===== src/rtl/cc_pkg.sv =====
package cc_pkg;
  typedef enum logic [1:0] {
    OP_ADD_SETC = 2'd0,
    OP_ADD_USEC = 2'd1,
    OP_IDX_STEP = 2'd2,
    OP_BYTE_SUM = 2'd3
  } cc_op_e;
endpackage


===== src/rtl/cc_adder.sv =====
// Both adds share the operands: an unsigned add and a sign-extended add
// with carry-in. Either one is picked by the top.
module cc_adder #(
  parameter int DATA_W = 32
) (
  input  logic [DATA_W-1:0] a,
  input  logic [DATA_W-1:0] b,
  input  logic              cin,
  output logic [DATA_W:0]   usum,
  output logic [DATA_W:0]   ssum
);
  always_comb begin
    usum = {1'b0, a} + {1'b0, b};
    ssum = {a[DATA_W-1], a} + {b[DATA_W-1], b} + {{DATA_W{1'b0}}, cin};
  end
endmodule


===== src/rtl/cc_index.sv =====
// Circular-buffer pointer step: it wraps to the last index at zero.
module cc_index #(
  parameter int DATA_W = 32,
  parameter int DEC_W  = 8,
  parameter int IDX_W  = 16
) (
  input  logic [DATA_W-1:0] ptr,
  input  logic [DEC_W-1:0]  step,
  input  logic [IDX_W-1:0]  last_idx,
  output logic [DATA_W-1:0] next_ptr
);
  always_comb begin
    if (ptr == '0)
      next_ptr = {{(DATA_W-IDX_W){1'b0}}, last_idx};
    else
      next_ptr = ptr - {{(DATA_W-DEC_W){1'b0}}, step};
  end
endmodule


===== src/rtl/cc_bytesum.sv =====
// Reduction sum of the unsigned lanes of a word.
module cc_bytesum #(
  parameter int DATA_W = 32,
  parameter int LANE_W = 8,
  localparam int LANES = DATA_W / LANE_W,
  localparam int SUM_W = LANE_W + $clog2(LANES)
) (
  input  logic [DATA_W-1:0] word,
  output logic [SUM_W-1:0]  total
);
  logic [SUM_W-1:0] acc [0:LANES];
  assign acc[0] = '0;
  for (genvar i = 0; i < LANES; i++) begin : g_lane
    assign acc[i+1] = acc[i] + {{(SUM_W-LANE_W){1'b0}}, word[i*LANE_W +: LANE_W]};
  end
  assign total = acc[LANES];
endmodule


===== src/rtl/cc_arith_unit.sv =====
module cc_arith_unit
  import cc_pkg::*;
#(
  parameter int DATA_W = 32,
  parameter int LANE_W = 8,
  parameter int DEC_W  = 8,
  parameter int IDX_W  = 16
) (
  input  logic              clk,
  input  logic              rst,
  input  logic              in_valid,
  input  logic [1:0]        op_sel,
  input  logic [DATA_W-1:0] opnd_a,
  input  logic [DATA_W-1:0] opnd_b,
  input  logic              ovf_clr,
  output logic [DATA_W-1:0] res_data,
  output logic              res_valid,
  output logic              carry_flag,
  output logic              ovf_flag
);
  localparam int LANES = DATA_W / LANE_W;
  localparam int SUM_W = LANE_W + $clog2(LANES);
  localparam int IDX_LSB = DEC_W;

  cc_op_e op;
  assign op = cc_op_e'(op_sel);

  logic [DATA_W:0]   usum, ssum;
  logic [DATA_W-1:0] idx_next;
  logic [SUM_W-1:0]  bsum;
  logic [DATA_W-1:0] result_c;
  logic              wc_ovf;

  cc_adder #(.DATA_W(DATA_W)) u_add (
    .a(opnd_a), .b(opnd_b), .cin(carry_flag), .usum(usum), .ssum(ssum)
  );

  cc_index #(.DATA_W(DATA_W), .DEC_W(DEC_W), .IDX_W(IDX_W)) u_idx (
    .ptr(opnd_a), .step(opnd_b[DEC_W-1:0]),
    .last_idx(opnd_b[IDX_LSB +: IDX_W]), .next_ptr(idx_next)
  );

  cc_bytesum #(.DATA_W(DATA_W), .LANE_W(LANE_W)) u_bsum (
    .word(opnd_a), .total(bsum)
  );

  assign wc_ovf = ssum[DATA_W] ^ ssum[DATA_W-1];

  always_comb begin
    unique case (op)
      OP_ADD_SETC: result_c = usum[DATA_W-1:0];
      OP_ADD_USEC: result_c = ssum[DATA_W-1:0];
      OP_IDX_STEP: result_c = idx_next;
      default:     result_c = {{(DATA_W-SUM_W){1'b0}}, bsum};
    endcase
  end

  always_ff @(posedge clk) begin
    if (rst) begin
      res_data   <= '0;
      res_valid  <= 1'b0;
      carry_flag <= 1'b0;
      ovf_flag   <= 1'b0;
    end else begin
      res_valid <= in_valid;
      if (in_valid) res_data <= result_c;
      if (in_valid && op == OP_ADD_SETC) carry_flag <= usum[DATA_W];
      if (in_valid && op == OP_ADD_USEC && wc_ovf) ovf_flag <= 1'b1;
      else if (ovf_clr)                            ovf_flag <= 1'b0;
    end
  end

  // Assertions
  assert_valid_follows_R2: assert property (@(posedge clk) disable iff (rst)
    in_valid |=> res_valid);
  assert_idle_no_result_R2: assert property (@(posedge clk) disable iff (rst)
    !in_valid |=> !res_valid && $stable(res_data));
  assert_ovf_sticky_R5: assert property (@(posedge clk) disable iff (rst)
    ovf_flag && !ovf_clr |=> ovf_flag);
  assert_ovf_clear_R6: assert property (@(posedge clk) disable iff (rst)
    ovf_clr && !(in_valid && op_sel == 2'b01) |=> !ovf_flag);
  assert_carry_hold_R9: assert property (@(posedge clk) disable iff (rst)
    !(in_valid && op_sel == 2'b00) |=> $stable(carry_flag));
  assert_wrap_to_last_R7: assert property (@(posedge clk) disable iff (rst)
    in_valid && op_sel == 2'b10 && opnd_a == '0 |=>
      res_data == {{(DATA_W-IDX_W){1'b0}}, $past(opnd_b[IDX_LSB +: IDX_W])});
  assert_bytesum_narrow_R8: assert property (@(posedge clk) disable iff (rst)
    in_valid && op_sel == 2'b11 |=> res_data[DATA_W-1:SUM_W] == '0);
endmodule


===== config.mk =====
export PLATFORM = sky130hd
export DESIGN_NAME = cc_arith_unit
export DESIGN_NICKNAME = d
export VERILOG_FILES = /design/src/rtl/cc_pkg.sv /design/src/rtl/cc_adder.sv /design/src/rtl/cc_index.sv /design/src/rtl/cc_bytesum.sv /design/src/rtl/cc_arith_unit.sv
export SDC_FILE = /design/constraint.sdc
export NUM_CORES = 1
export LEC_CHECK = 0
export ABC_CLOCK_PERIOD_IN_PS = 3400
export BUFFER_PORTS_ARGS = -buffer_cell sky130_fd_sc_hd__buf_4
export CAP_MARGIN = 20
export CORE_ASPECT_RATIO = 1.5
export CORE_UTILIZATION = 40
export CTS_CLUSTER_SIZE = 28
export DETAILED_ROUTE_END_ITERATION = 8
export MAX_ROUTING_LAYER = met4
export PLACE_DENSITY_LB_ADDON = 0.25
export SLEW_MARGIN = 15
export SYNTH_ARGS = -nofsm -noshare
export SYNTH_HDL_FRONTEND = slang
export SYNTH_SLANG_ARGS = --single-unit

===== constraint.sdc =====
create_clock -name clk -period 3.4 [get_ports clk]
set_input_delay 0.17 -clock clk [delete_from_list [all_inputs] [get_ports clk]]
set_output_delay 0.17 -clock clk [all_outputs]
set_load 0.005 [all_outputs]

# Word-level counts from Yosys, hierarchy flattened
# Index checks and enable logic that the tools add are counted.
op_classes:
  add_sub_neg: 7
  n_eq_ne: 2
  mux: 4
  bitwise_logic: 1
  n_reduce_logical: 6
op_table:
  columns: ["cell", "n"]
  rows:
  - ["$pmux W32 S3", 1]
  - ["$add A32 B32 Y33", 2]
  - ["$add A33 B1 Y33", 1]
  - ["$logic_not A32 Y1", 1]
  - ["$mux W32", 1]
  - ["$sub A32 B8 Y32", 1]
  - ["$add A10 B8 Y10", 2]
  - ["$add A8 B8 Y9", 1]
  - ["$logic_and A1 B1 Y1", 3]
  - ["$eq A2 B1 Y1 const B", 1]
  - ["$eq A2 B2 Y1 const B", 1]
  - ["$logic_not A2 Y1", 1]
  - ["$mux W1", 2]
  - ["$reduce_bool A2 Y1", 1]
  - ["$xor A1 B1 Y1", 1]
word_totals:
  register_bits: 35
  input_bits: 70
  elab_cells: 24

# Longest topological paths before layout
depth:
  depth_word: 5
  depth_mapped: 16

# Modules after synthesis
# Synthesis repeated with hierarchy kept, for this count alone.
unflattened:
  hier_cells: 877
  area_unflattened_um2: 6677.7
modules_own_cells:
  columns: ["module", "n_inst", "cells_each", "area_per_inst_um2", "seq_area_each_um2"]
  rows:
  - ["cc_adder", 1, 399, 2697.6, 0.0]
  - ["cc_arith_unit", 1, 182, 1925.6, 700.7]
  - ["cc_index", 1, 204, 1292.5, 0.0]
  - ["cc_bytesum", 1, 92, 762.0, 0.0]

# Least setup slack after synthesis
# No wires, ideal clock.
synth_timing:
  path_kind: "input port to flip-flop"
  from: "input port opnd_a[0]"
  to: "register res_data[8]"
  setup_time_ps: 91
  arrival_time_ps: 3203
  path_slack_ps: 106
  stages: 16
  path_cell_list: "ha_1 -> fa_1 -> a21oi_1 -> nor2_1 -> nor2_1 -> o21bai_1 -> a21oi_1 -> xnor2_1 -> fa_1 -> ha_1 -> or2_2 -> a21oi_1 -> a21oi_1 -> xnor2_1 -> a2bb2oi_1 -> a311oi_1"
synth_between:
  elab_chain_len: 4
  word_cells_on_any_way: 10
synth_lines:
  columns: ["element", "line_no", "source"]
  rows:
  - ["start: declaration", "cc_arith_unit.sv:13", "input logic [DATA_W-1:0] opnd_a,"]
  - ["$add A8 B8 Y9", "cc_bytesum.sv:14", "assign acc[i+1] = acc[i] + {{(SUM_W-LANE_W){1'b0}}, word[i*LANE_W +: LANE_W]};"]
  - ["$add A10 B8 Y10 (2 in series)", "cc_bytesum.sv:14", null]
  - ["$pmux W32 S3 *", "cc_arith_unit.sv:50", "unique case (op)"]
  - ["end signal: assignment", "cc_arith_unit.sv:66", "if (in_valid) res_data <= result_c;"]
  - ["end: declaration", "cc_arith_unit.sv:16", "output logic [DATA_W-1:0] res_data,"]
# Mark *: on every way between the ends. The rest lies on a longest branch, timed or not.
# A chain may end at the register's enable or synchronous reset.

# Worst setup path after layout
# Same ends and word-level chain as after synthesis.

==> summary.txt <==
Synth
  – Post-synth EDFFs: 0
  – Seq cells post-synth: 35
  – Synth top area cells: dfxtp_1, ha_1, xnor2_1
  – Synth top area share: roughly an eighth
  – Simple-gate share of the synthesized area: 21.8%
  – Main combinational cell family by area after synthesis: compound AO/OA/AOI/OAI gates
  – Post-Synth Adder-Cell Area: a little under a fifth
  – Netlist Area Pre-Place: approximately 5300 um^2
  – Syn_area_per_cell: between 7 and 8 um^2
  – Share of flip-flops with an asynchronous set or reset: 0%
  – Mux cell area share after synthesis: between 1 and 1.5%
  – Syn_nets: about 850
  – Synth Area in Compound Gates: around 29%
  – Yosys warning count: 0
  – Yosys cell types: 61
  – XOR/XNOR Fraction of Synth Area: about a tenth
  – Leading area contributor after synthesis: dfxtp_1
  – Sequential-to-total area share from yosys stat: between 10% and 20%
  – Post-synthesis cell count: 711
  – Dominant synthesized flop cell: dfxtp_1

Routing
  – Antenna viol nets, final: 0
  – Vias per cell: 6.09
  – Post-route DRC: 0
  – Iter 0 DRT Violations: 460
  – Routed vias: between 6k and 7k
  – Pre-Repair DR Iteration Count: 5
  – Wire per inst: between 20 and 25 um
  – Routed wire length: 22300 um

Global route
  – Vias in the first global route: approximately 6k
  – GR Util All Layers: between 30% and 40%
  – First-pass GRT wire length: roughly 33000 um
  – Remaining global-route overflow: 0
  – Initial antenna violation count: 0
  – Largest net degree at the start of global routing: 29

Setup path
  – Max incr delay on CP: ~0.43 ns
  – Worst EP required: ~3.6 ns
  – Reg2reg end: res_data[30]$_SDFFE_PP0P_
  – Critical path buffers and inverters: 1
  – Cell family with most CP delay: adder cells
  – Critical path class: in -> reg
  – Worst r2r path cells: 12
  – CP Data Arrival Time: about 3.4 ns
  – Crit-path cells: buf_4 -> ha_1 -> fa_2 -> a21oi_1 -> nor2_1 -> nor2_1 -> o21bai_1 -> a21oi_2 -> xnor2_1 -> fa_1 -> ha_1 -> or2_2 -> a21oi_1 -> a21oi_1 -> xnor2_1 -> a2bb2oi_1 -> a311oi_1
  – Crit-path most repeated cell: a21oi_1
  – Crit. End Element: register
  – Worst reg2reg startpoint: carry_flag$_SDFFE_PP0P_
  – Crit start category: input port
  – Critical path fanouts, max: 2
  – Slowest CP cell: fa_1
  – R2R setup slack: 0.23 ns

Min path
  – Worst Hold Depth: 3
  – Hold Startpoint: opnd_b[22]
  – Worst hold endpoint: res_data[14]$_SDFFE_PP0P_
  – Worst min path class: in -> reg

Clock network
  – CTS max path bufs: 2
  – Clock Latency Late Sink: 0.29 ns
  – CTS buffer count: 5
  – Clock-pin slew on the worst setup and hold paths: 0.06 ns
  – Root Buffer: clkbuf_16
  – CTS Sinks: 35
  – CTS tree: yes
  – H-tree depth: 2

STA
  – Max-slew headroom: around three fifths
  – Setup ws final: 0.211 ns
  – Tmin final: 3.19 ns
  – RSZ-0062 raised after global routing: false
  – Max frequency: approximately 310 MHz
  – Worst-margin pin slew: ~0.59 ns
  – Period utilization: between 90 and 100%
  – Final setup viols: 0
  – Worst-case clock skew: a little under 0.007 ns
  – Final Max Tran Viols: 0
  – Final hold vios: 0

Floorplanning
  – Die Ht: ~140 um
  – Boundary pin count: roughly 110
  – Site Rows: 51
  – Initial Util: approximately two fifths
  – Die ar.: 13800 um^2
  – Core Region: about 13000 um^2
  – Die Wd: 96.2 um

Placement
  – DP Worst Slack: -0.224 ns
  – Routability Congestion: 1.02
  – Port Buffers: approximately 100
  – Cell total after placement: around 1000
  – Detailed Place HPWL: between 15000 and 20000 um

Cells and area
  – Nets: 979
  – Core Util, Final: between 50% and 60%
  – Cell Count, Final, Fillers Out: approximately 1000
  – Fill cell total of the finished layout: 1325
  – N_diodes: 0
  – Share of layout cells above drive strength 1: between 20% and 30%
  – Layout overhead on the synthesized area: 25.7%

Pwr
  – PwrDens: around 350 nW/um^2
  – Lkg Pwr: 2.90 nW
  – Worst vdd ir: about 0.00016 V

Run
  – Number of max-cap violations: 0

Status
  – Outcome: finished clean
-- worst max-delay path by stage --
stage,start,endpoint,slack (ns),cells after the start
final,opnd_a[0],res_data[8]$_SDFFE_PP0P_,0.21,17
after global routing,opnd_a[0],res_data[8]$_SDFFE_PP0P_,0.005,17
after CTS,opnd_a[0],res_data[8]$_SDFFE_PP0P_,0.08,17
after detailed placement,opnd_a[0],res_data[8]$_SDFFE_PP0P_,-0.22,17
after global placement,opnd_a[0],res_data[8]$_SDFFE_PP0P_,-0.16,17
after floorplan,opnd_a[0],res_data[8]$_SDFFE_PP0P_,0.11,16
-- cell families after synthesis --
logic type / count (synthesis)
AO/OA/AOI/OAI: 235
AND/OR/NAND/NOR: 228
XOR/XNOR: 64
adder cells (fa/ha/maj): 70
flip-flops: 35
multiplexers: 6
buffers and inverters: 73
-- state kept, by name, summed over array words and instances, names as in the netlist --
signal	cells
res_data	32
carry_flag	1
ovf_flag	1
res_valid	1
-- tightest hold or removal path, stage by stage --
cell	delay (ns)
buf_4	0.10
nand4_1	0.08
o2111ai_1	0.11
-- Yosys cell counts (all sizes together) (10+ instances only) --
library cell / count
a22oi: 10
nand3: 14
xnor2: 43
nand2: 42
a211oi: 19
nor3: 22
ha: 56
a21oi: 59
nor4: 13
xor2: 21
nand2b: 11
o31ai: 10
dfxtp: 35
clkbuf: 31
nor2: 69
nor2b: 15
o21ai: 51
fa: 14
inv: 37
-- layer usage --
metal / track usage, % / wire (um)
met5: - / 0
met4: 28.4 / 2220
met3: 3.28 / 969
met2: 57.5 / 11100
met1: 33.7 / 8000
-- placed cells by master (no fill, tap or decap), types with 6 or more instances in the layout --
cell      synthesis  layout
a211oi_1         18      18
or3_1             6       6
dfxtp_1          35      35
nor2b_1          15      15
buf_4             0     156
nand3_1          14      14
a221o_1           8       8
a21oi_1          59      58
xor2_1           21      21
nand2b_1         11      11
o21bai_1          9       9
inv_1            37      37
and2_1            7       7
o211ai_1          6       6
fa_1             14      13
nor3_1           21      21
a21o_1            9       9
o21ai_0          49      49
nor4_1           12      12
xnor2_1          43      43
a311oi_1          6       6
o31ai_1          10      10
or2_2             6       6
a22oi_1          10      10
nor2_1           69      69
ha_1             56      56
nand4_1           7       7
nand2_1          42      42
-- power breakdown --
| part | switching [mW] | total [mW] | leakage [nW] | internal, mW |
|---|---|---|---|---|
| registers | 0.0273 | 0.477 | 0.288 | 0.450 |
| clock network | 0.190 | 0.457 | 0.0733 | 0.268 |
| logic | 0.762 | 1.38 | 2.54 | 0.618 |
| total | 0.979 | 2.31 | 2.90 | 1.34 |
-- timing repair --
action	in CTS	in global routing
setup buffers	0	0
resized for setup	0	2
endpoints found under the hold margin	0	0
hold buffers	0	0
endpoints found under the setup margin	0	2
-- final cells by class --
class	count	area [um^2]	share of cell area [%]
Multi-Input combinational cell	603	4340	64.8
Timing Repair Buffer	156	1170	17.5
Sequential cell	35	701	10.5
Tap cell	159	199	2.97
Inverter	38	143	2.13
Clock buffer	5	125	1.87
Clock inverter	3	15.0	0.224
-- per-stage QoR --
stage | total power [mW] | cell area [um^2] | hold slack (ns) | setup TNS (ns)
2_1_floorplan | 1.24 | 5320 | 0.350 | 0
3_3_place_gp | 1.82 | 6550 | 0.450 | -0.236
3_5_place_dp | 1.84 | 6550 | 0.461 | -0.353
4_1_cts | 2.31 | 6690 | 0.189 | 0
5_1_grt | 2.45 | 6690 | 0.222 | 0
6_report | 2.31 | 6690 | 0.200 | 0
Note: power is estimated with default switching activity, not from simulation.
